--- config.mk ---
export PLATFORM = sky130hd
export DESIGN_NAME = circ_agu
export DESIGN_NICKNAME = d
export VERILOG_FILES = /design/src/rtl/circ_agu_pkg.sv /design/src/rtl/circ_agu_ctrl.sv /design/src/rtl/circ_agu_wrap.sv /design/src/rtl/circ_agu_dp.sv /design/src/rtl/circ_agu.sv
export SDC_FILE = /design/constraint.sdc
export NUM_CORES = 1
export LEC_CHECK = 0
export BUFFER_PORTS_ARGS = -buffer_cell sky130_fd_sc_hd__buf_2
export CORE_ASPECT_RATIO = 0.8
export CORE_UTILIZATION = 45
export CTS_BUF_LIST = sky130_fd_sc_hd__clkbuf_16
export DETAILED_ROUTE_END_ITERATION = 12
export MAX_ROUTING_LAYER = met4
export PLACE_DENSITY = 0.71
export SYNTH_ARGS = -nofsm -noshare
export SYNTH_HDL_FRONTEND = slang
export SYNTH_HIERARCHICAL = 1
export SYNTH_SLANG_ARGS = --single-unit
--- constraint.sdc ---
create_clock -name clk -period 11.8 [get_ports clk]
set_clock_uncertainty 0.2 [all_clocks]
set_input_delay 0.59 -clock clk [delete_from_list [all_inputs] [get_ports clk]]
set_output_delay 0.59 -clock clk [all_outputs]
set_load 0.02 [all_outputs]
--- src/rtl/circ_agu_pkg.sv ---
package circ_agu_pkg;
  typedef struct packed {
    logic loadPtr;
    logic stepPtr;
    logic useWrap;
  } aguStrobes_t;
endpackage

--- src/rtl/circ_agu_ctrl.sv ---
module circ_agu_ctrl
  import circ_agu_pkg::*;
(
  input  logic        ldPtr,
  input  logic        accValid,
  input  logic        circMode,
  input  logic        lenZero,
  output aguStrobes_t strobes
);
  always_comb begin
    strobes.loadPtr = ldPtr;
    strobes.stepPtr = accValid && !ldPtr;
    strobes.useWrap = circMode && !lenZero;
  end
endmodule

--- src/rtl/circ_agu_wrap.sv ---
module circ_agu_wrap #(
  parameter int ADDR_W = 8,
  parameter int STEP_W = ADDR_W + 1
) (
  input  logic [ADDR_W-1:0]        ptr,
  input  logic [ADDR_W-1:0]        len,
  input  logic signed [STEP_W-1:0] step,
  output logic [ADDR_W-1:0]        nextPtr,
  output logic [ADDR_W-1:0]        winMask
);
  localparam int SUM_W = ((ADDR_W > STEP_W) ? ADDR_W : STEP_W) + 3;

  logic [ADDR_W-1:0] lenM1;
  logic [ADDR_W-1:0] offBits;
  logic [ADDR_W-1:0] baseBits;
  logic signed [SUM_W-1:0] lenS, sum, fix1, fix2;

  assign lenM1 = len - 1'b1;

  // window mask: every bit at or below the top set bit of len-1
  for (genvar i = 0; i < ADDR_W; i++) begin : g_mask
    assign winMask[i] = |(lenM1 >> i);
  end

  always_comb begin
    offBits  = ptr & winMask;
    baseBits = ptr & ~winMask;
    lenS     = $signed({{(SUM_W-ADDR_W){1'b0}}, len});
    sum      = $signed({{(SUM_W-ADDR_W){1'b0}}, offBits}) + SUM_W'(step);
    if (sum < 0) begin
      fix1 = sum + lenS;
      fix2 = (fix1 < 0) ? fix1 + lenS : fix1;
    end else begin
      fix1 = (sum >= lenS) ? sum - lenS : sum;
      fix2 = (fix1 >= lenS) ? fix1 - lenS : fix1;
    end
    nextPtr = baseBits | (ADDR_W'(fix2) & winMask);
  end
endmodule

--- src/rtl/circ_agu_dp.sv ---
module circ_agu_dp
  import circ_agu_pkg::*;
#(
  parameter int ADDR_W = 8,
  parameter int STEP_W = ADDR_W + 1
) (
  input  logic                     clk,
  input  logic                     rstN,
  input  aguStrobes_t              strobes,
  input  logic [ADDR_W-1:0]        ptrIn,
  input  logic                     ldLen,
  input  logic [ADDR_W-1:0]        lenIn,
  input  logic signed [STEP_W-1:0] step,
  output logic [ADDR_W-1:0]        ptrQ,
  output logic [ADDR_W-1:0]        lenQ
);
  logic [ADDR_W-1:0] circNext;
  logic [ADDR_W-1:0] linNext;
  logic [ADDR_W-1:0] winMask;
  logic [ADDR_W-1:0] ptrD;

  circ_agu_wrap #(.ADDR_W(ADDR_W), .STEP_W(STEP_W)) u_wrap (
    .ptr     (ptrQ),
    .len     (lenQ),
    .step    (step),
    .nextPtr (circNext),
    .winMask (winMask)
  );

  assign linNext = ptrQ + ADDR_W'(step);

  always_comb begin
    ptrD = ptrQ;
    if (strobes.loadPtr)      ptrD = ptrIn;
    else if (strobes.stepPtr) ptrD = strobes.useWrap ? circNext : linNext;
  end

  always_ff @(posedge clk) begin
    if (!rstN) begin
      ptrQ <= '0;
      lenQ <= '0;
    end else begin
      ptrQ <= ptrD;
      if (ldLen) lenQ <= lenIn;
    end
  end


  ptr_hold_chk: assert property (@(posedge clk) disable iff (!rstN)
    (!strobes.loadPtr && !strobes.stepPtr) |=> $stable(ptrQ));


  ptr_load_chk: assert property (@(posedge clk) disable iff (!rstN)
    strobes.loadPtr |=> (ptrQ == $past(ptrIn)));


  len_load_chk: assert property (@(posedge clk) disable iff (!rstN)
    ldLen |=> (lenQ == $past(lenIn)));


  win_base_chk: assert property (@(posedge clk) disable iff (!rstN)
    (strobes.stepPtr && strobes.useWrap && !ldLen)
      |=> ((ptrQ & ~winMask) == ($past(ptrQ) & ~winMask)));


  win_range_chk: assert property (@(posedge clk) disable iff (!rstN)
    (strobes.stepPtr && strobes.useWrap && !ldLen && ((ptrQ & winMask) < lenQ))
      |=> ((ptrQ & winMask) < lenQ));


  lin_step_chk: assert property (@(posedge clk) disable iff (!rstN)
    (strobes.stepPtr && !strobes.useWrap)
      |=> (ptrQ == ADDR_W'($past(ptrQ) + ADDR_W'($past(step)))));
endmodule

--- src/rtl/circ_agu.sv ---
module circ_agu
  import circ_agu_pkg::*;
#(
  parameter int ADDR_W = 8,
  parameter int STEP_W = ADDR_W + 1
) (
  input  logic                     clk,
  input  logic                     rstN,
  input  logic                     ldPtr,
  input  logic [ADDR_W-1:0]        ptrIn,
  input  logic                     ldLen,
  input  logic [ADDR_W-1:0]        lenIn,
  input  logic                     circMode,
  input  logic                     accValid,
  input  logic signed [STEP_W-1:0] step,
  output logic [ADDR_W-1:0]        addrOut
);
  aguStrobes_t       strobes;
  logic [ADDR_W-1:0] ptrQ;
  logic [ADDR_W-1:0] lenQ;

  circ_agu_ctrl u_ctrl (
    .ldPtr    (ldPtr),
    .accValid (accValid),
    .circMode (circMode),
    .lenZero  (lenQ == '0),
    .strobes  (strobes)
  );

  circ_agu_dp #(.ADDR_W(ADDR_W), .STEP_W(STEP_W)) u_dp (
    .clk     (clk),
    .rstN    (rstN),
    .strobes (strobes),
    .ptrIn   (ptrIn),
    .ldLen   (ldLen),
    .lenIn   (lenIn),
    .step    (step),
    .ptrQ    (ptrQ),
    .lenQ    (lenQ)
  );

  assign addrOut = ptrQ;


  len_zero_lin_chk: assert property (@(posedge clk) disable iff (!rstN)
    (lenQ == '0) |-> !strobes.useWrap);
endmodule

==> impl_results.md, run 1 <==
- Outcome: completed
- Die Y-Extent: approximately 81 um
- Detail Route Antenna Nets: 0
- Routed met3 length: approximately 550 um
- Final Cycle Share: between 70% and 80%
- CTS tree: yes
- Required time worst endpoint: around 12,000 ps
- Top sig layer: met4
- Crit path max-delay cell type: a31o_1
- Final WS setup: about 3000 ps
- WL met2: about 4000 um
- Top-Level Pins: 39
- Max_cap viols: 0
- Root Driver: clkbuf_16
- DP Area: between 3000 and 4000 sq um
- P_leak: ~1.7 nW
- Cts repair resizes: 0
- CTS Buf Count: 3
- Met1 Wirelength: about 5000 um
- Nets: 565
- PwrDens: between 150 and 200 nW/um^2
- ANT cells: 0
- Initial antenna violation count: 0
- Worst vdd ir: roughly 80 uV
- RR Endpoint: u_dp/ptrQ[0]
- Clock sink count: 16
- Reg2reg setup slack: roughly 3000 ps
- Post CTS Setup Buffer Count: 0
- CP endpoint: u_dp/ptrQ[0]
- DRC viols: 0
- Yosys synthesis warning count: 6
- Avg Cell Area, Syn: around 7.8 sq um
- Htree depth: 1
- Vias in the first global route: 3,045
- Clock Latency Late Sink: about 250 ps
- Die area: slightly above 8000 sq um
- Hold Path Class: input pin to register
- Post-DR vias/cell: approximately 5.8
- Post-Syn Area: 3520 sq um
- Area growth syn-to-layout: 9.02%
- Clock Pin Slew Worst Setup and Hold Paths: around 60 ps
- Final WL: approximately 9700 um
- Final Cell Area: 3840 sq um
- Worst Path Arrival: about 8800 ps
- Crit path depth: 36
- Final Hold Violating Endpoints: 0
- Chip width: 101 um
- Worst Setup SP: u_dp/lenQ[1]
- CTS max path bufs: 2
- WHS: around 360 ps
- Final slew viol count: 0
- HPWL Detailed: just under 8000 um
- Critical path type: register to register
- R2R cell count: 36
- CTS Hold Bufs: 0
- Port buffer count: 38
- CP peak stage delay: 470 ps
- Initial drt markers: between 200 and 300
- Crit end category: register
- Buffers and inverters on the worst path: 2
- Routability Congestion: a little under 0.9
- Syn Inst Count: between 400 and 500
- F_max: between 100 and 150 MHz
- Max_slew headroom: 48.7%
- First-pass GRT wire length: between 15,000 and 20,000 um
- Row Count: 28
- Post-Place Worst Slack: between 3000 and 4000 ps
- Critical path's top delay family: compound AO/OA/AOI/OAI gates
- Initial Utilization: a little under half
- GRT Residual Overflow: 0
- Wirelength per Cell: roughly 17 um
- Least-Margin Pin Slew: around 760 ps
- RSZ-0062 raised after global routing: no
- Startpoint types: register
- Setup TNS: 0 ps
- Share of cells above drive strength 1: between 10% and 20%
- Largest net degree at the start of global routing: 20
- Core area: about 7500 sq um
- Vias: between 3,000 and 4,000
- Reg2reg start: u_dp/lenQ[1]
- GRT Total Usage: around 25%
- Syn Nets: ~540
- Critical path fanouts, max: 10
- Drt pass-1 iters: 5
- Clock period minus worst slack: 8810 ps
- Final setup fails: 0
-- per-stage QoR --
step                      cells  total power [W]  utilization, %
after floorplan             451         0.000417               -
after global placement      580         0.000496            50.2
after detailed placement    580         0.000500            50.2
after CTS                   584         0.000574            51.2
after global routing        584         0.000630            51.2
final                       584         0.000579            51.2
-- report_power, final --
part / total [W] / switching [W] / internal (W)
clock: 0.0000709 / 0.0000257 / 0.0000452
combinational: 0.000441 / 0.000246 / 0.000195
sequential: 0.0000664 / 0.00000837 / 0.0000580
total: 0.000579 / 0.000280 / 0.000298
-- state kept, by name, summed over array words and instances (netlist names) --
signal and cells:
u_dp/lenQ 8, u_dp/ptrQ 8
-- area by class of cell --
type	instances	area, sq um
fillers	768	3660
multi-input cells	394	3010
flip-flops and latches	16	320
repair buffers	39	198
well taps	105	131
inverters	26	97.6
clock buffers	3	75.1
clock inverters	1	3.75
-- worst min path at each step --
stage | startpoint | to | slack (ps) | cells past startpoint
global placement | u_dp/ptrQ[3] | u_dp/ptrQ[3] | 360 | 2
global route | ptrIn[3] | u_dp/ptrQ[3] | 380 | 3
CTS | ptrIn[3] | u_dp/ptrQ[3] | 360 | 3
finish | ptrIn[3] | u_dp/ptrQ[3] | 360 | 3
detailed placement | u_dp/ptrQ[3] | u_dp/ptrQ[3] | 360 | 2
floorplan | u_dp/lenQ[7] | u_dp/lenQ[7] | 370 | 2
-- cells in the final DEF, fill, tap and decap left out, types with 5 or more instances in the layout --
cell and count:
nand3_1 12, a21o_1 7, inv_1 25, xor2_1 12
xnor2_1 24, nor3_1 6, and2_1 7, buf_2 38
a31oi_1 5, mux2_2 5, o211ai_1 7, nand2b_1 8
fa_1 6, nand2_1 29, a21oi_1 36, mux2i_1 21
dfxtp_1 16, or3_1 5, o21bai_1 6, nor2_1 40
o21ai_0 19, o21ai_1 8, nor2b_1 15, ha_1 48
-- per-layer routing --
| metal | vias up | GRT usage (%) |
|---|---|---|
| li1 | 1697 | - |
| met5 | - | - |
| met3 | 10 | 2.84 |
| met1 | 1587 | 37.1 |
| met4 | 0 | 5.65 |
| met2 | 114 | 36.8 |
-- worst min-delay path: stages --
cell and delay, ps:
buf_2 70, nand3_1 60, o31ai_1 60
(Power assumes the default switching activity.)
==> run 2, diff against run 1 <==
Settings changed: ABC_AREA set to 1.
Clock period 11.8 ns to 8.8 ns, I/O delays scaled along.
==> impl_results.md, run 2 <==
- Worst hold path cell count: 3
- Post-Place Worst Slack: about 1600 ps
- Wirelength per Cell: between 10 and 15 um
- Hold Path Class: input pin to register
- Avg Cell Area, Syn: ~6 sq um
- Clock Pin Slew Worst Setup and Hold Paths: approximately 50 ps
- Synth cell types: 41
- GRT Residual Overflow: 0
- Final WS setup: roughly 1500 ps
- Vias: 4,053
- Post CTS Setup Buffer Count: 0
- Biggest regs: u_dp/lenQ: 8 flops, u_dp/ptrQ: 8 flops
- Routability Congestion: approximately 0.93
- EDFF count, synth: 0
- Chip width: between 100 and 150 um
- RSZ-0062 raised after global routing: no
- Root Driver: clkbuf_16
- Part of the power in registers: between 10% and 20%
- Critical path fanouts, max: 12
- Top-Level Pins: 39
- Drt pass-1 iters: 5
- Crit path max-delay cell type: dfxtp_1
- Dominant cell type by area after synthesis: ha_1
- Share of cells above drive strength 1: between 10 and 15%
- PwrDens: approximately 200 nW/um^2
- Post-synthesis sequential area ratio: about 8.4%
- Async SR Flop Fraction: 0%
- Crit end category: register
- Core area: approximately 8100 sq um
- Fin util: about 51%
- Final WL: 10,800 um
- Cts repair resizes: 0
- Syn Inst Count: 620
- Nets: between 700 and 800
- Reg2reg setup slack: 1490 ps
- ANT cells: 0
- GRT Total Usage: between 20% and 30%
- Area growth syn-to-layout: 8.36%
- Sw power: between 0.0004 and 0.0005 W
- Setup TNS: 0 ps
- CTS tree: yes
- Max_cap viols: 0
- Largest net degree at the start of global routing: 18
- CTS Buf Count: 3
- Row Count: 29
- Max_slew headroom: between 60% and 70%
- Port buffer count: 38
- DRC viols: 0
- Final setup fails: 0
- Tot Pwr: just over 0.0008 W
- Clock period minus worst slack: approximately 7300 ps
- Post-DR vias/cell: 5.33
- Startpoint types: register
- Initial drt markers: 280
- CTS Hold Bufs: 0
- Least-Margin Pin Slew: between 500 and 600 ps
- Internal power: 0.000367 W
- R2R cell count: 45
- Top_reg_cell synth: dfxtp_1
- Hold EP: u_dp/lenQ[6]
- Outcome: completed
- Switching share of power: 54.5%
- Worst Hold Launch: lenIn[6]
- Worst vdd ir: slightly below 100 uV
- CP peak stage delay: between 500 and 600 ps
- Initial Utilization: between 40% and 50%
- Critical path type: register to register
- Main area contributors after synthesis: ha_1, nand2_1, inv_1, dfxtp_1, nand3_1
- Syn Nets: ~710
- Worst Path Arrival: around 7300 ps
- Vias in the first global route: 3,682
- Combinational cell fraction of total power: 77.7%
- First-pass GRT wire length: approximately 18,000 um
- Required time worst endpoint: approximately 9000 ps
- Final Cycle Share: ~83%
- HPWL Detailed: just over 9000 um
- CP dominant cell by count: nand2_1
- Crit path depth: 45
- Critical path's top delay family: simple AND/OR/NAND/NOR gates
- F_max: approximately 140 MHz
- P_leak: approximately 2.2 nW
- Htree depth: 1
- Final Hold Violating Endpoints: 0
- Initial antenna violation count: 0
- Reg2reg start: u_dp/lenQ[1]
- Die area: just under 9000 sq um
- Post-Syn Area: roughly 3800 sq um
- Most frequent cells after synthesis: nand2_1, inv_1, nor2_1
- Clock Latency Late Sink: 250 ps
- Top-area cell type share of the netlist area: ~16%
- Most common cell after layout, fill and taps aside: nand2_1
- CTS max path bufs: 2
- Final slew viol count: 0
- Most common cell in the synthesized netlist: nand2_1
- #FFs+latches synth: 16
- Most frequent cells in the layout: nand2_1, inv_1, nor2_1
- RR Endpoint: u_dp/ptrQ[4]
- Detail Route Antenna Nets: 0
- Die Y-Extent: roughly 84 um
- Buffers and inverters on the worst path: 6
- Clk pwr share: 11.3%
- Clock sink count: 16
- Yosys synthesis warning count: 6
## run 2: how the worst max path moves through the flow
stage,startpoint,endpoint,slack (ps)
after CTS,u_dp/lenQ[1],u_dp/ptrQ[5],1560
final,u_dp/lenQ[1],u_dp/ptrQ[4],1490
after global routing,u_dp/lenQ[1],u_dp/ptrQ[5],740
after detailed placement,u_dp/lenQ[1],u_dp/ptrQ[5],1600
after floorplan,u_dp/lenQ[1],u_dp/ptrQ[5],2350
after global placement,u_dp/lenQ[1],u_dp/ptrQ[4],1800
## run 2: logic make-up (layout without fill, tap and decap cells)
family	after synthesis	count (layout)	share of synthesized area, %
buf+inv	114	146	12.5
flops	16	16	8.42
fa+ha+maj	54	54	19.0
compound gates	89	89	15.0
xor+xnor	33	33	7.80
simple gates	314	314	37.3
## run 2: tightest hold or removal path, delay by kind of cell
| kind | cells | cell delay [ps] |
|---|---|---|
| simple gates | 2 | 120 |
| buf+inv | 1 | 80 |
## run 2: per-stage QoR
step	hold WS, ps	cell area, sq um	instances
floorplan	352	3800	620
global route	228	4120	760
global placement	349	4040	756
finish	220	4120	760
detailed placement	356	4040	756
CTS	218	4120	760
## run 2: layout make-up
class,count,area [sq um]
Fill cell,852,3940
Multi-Input combinational cell,490,3010
Inverter,104,390
Sequential cell,16,320
Timing Repair Buffer,38,190
Tap cell,108,135
Clock buffer,3,75.1
Clock inverter,1,3.75
## run 2: power by group through the flow
stage | Combinational, W | Clock [W] | Sequential [W]
6_report | 0.000627 | 0.0000908 | 0.0000893
5_1_grt | 0.000698 | 0.0000948 | 0.0000905
4_1_cts | 0.000616 | 0.0000914 | 0.0000893
3_5_place_dp | 0.000612 | 0 | 0.0000909
3_3_place_gp | 0.000609 | 0 | 0.0000905
2_1_floorplan | 0.000487 | 0 | 0.0000902
## run 2: metal layers
layer | GRT usage [%] | vias up | routed length [um]
li1 | - | 2053 | -
met1 | 37.7 | 1849 | 5340
met2 | 38.0 | 146 | 4410
met3 | 4.27 | 5 | 977
met4 | 1.66 | 0 | 41
met5 | - | - | 0
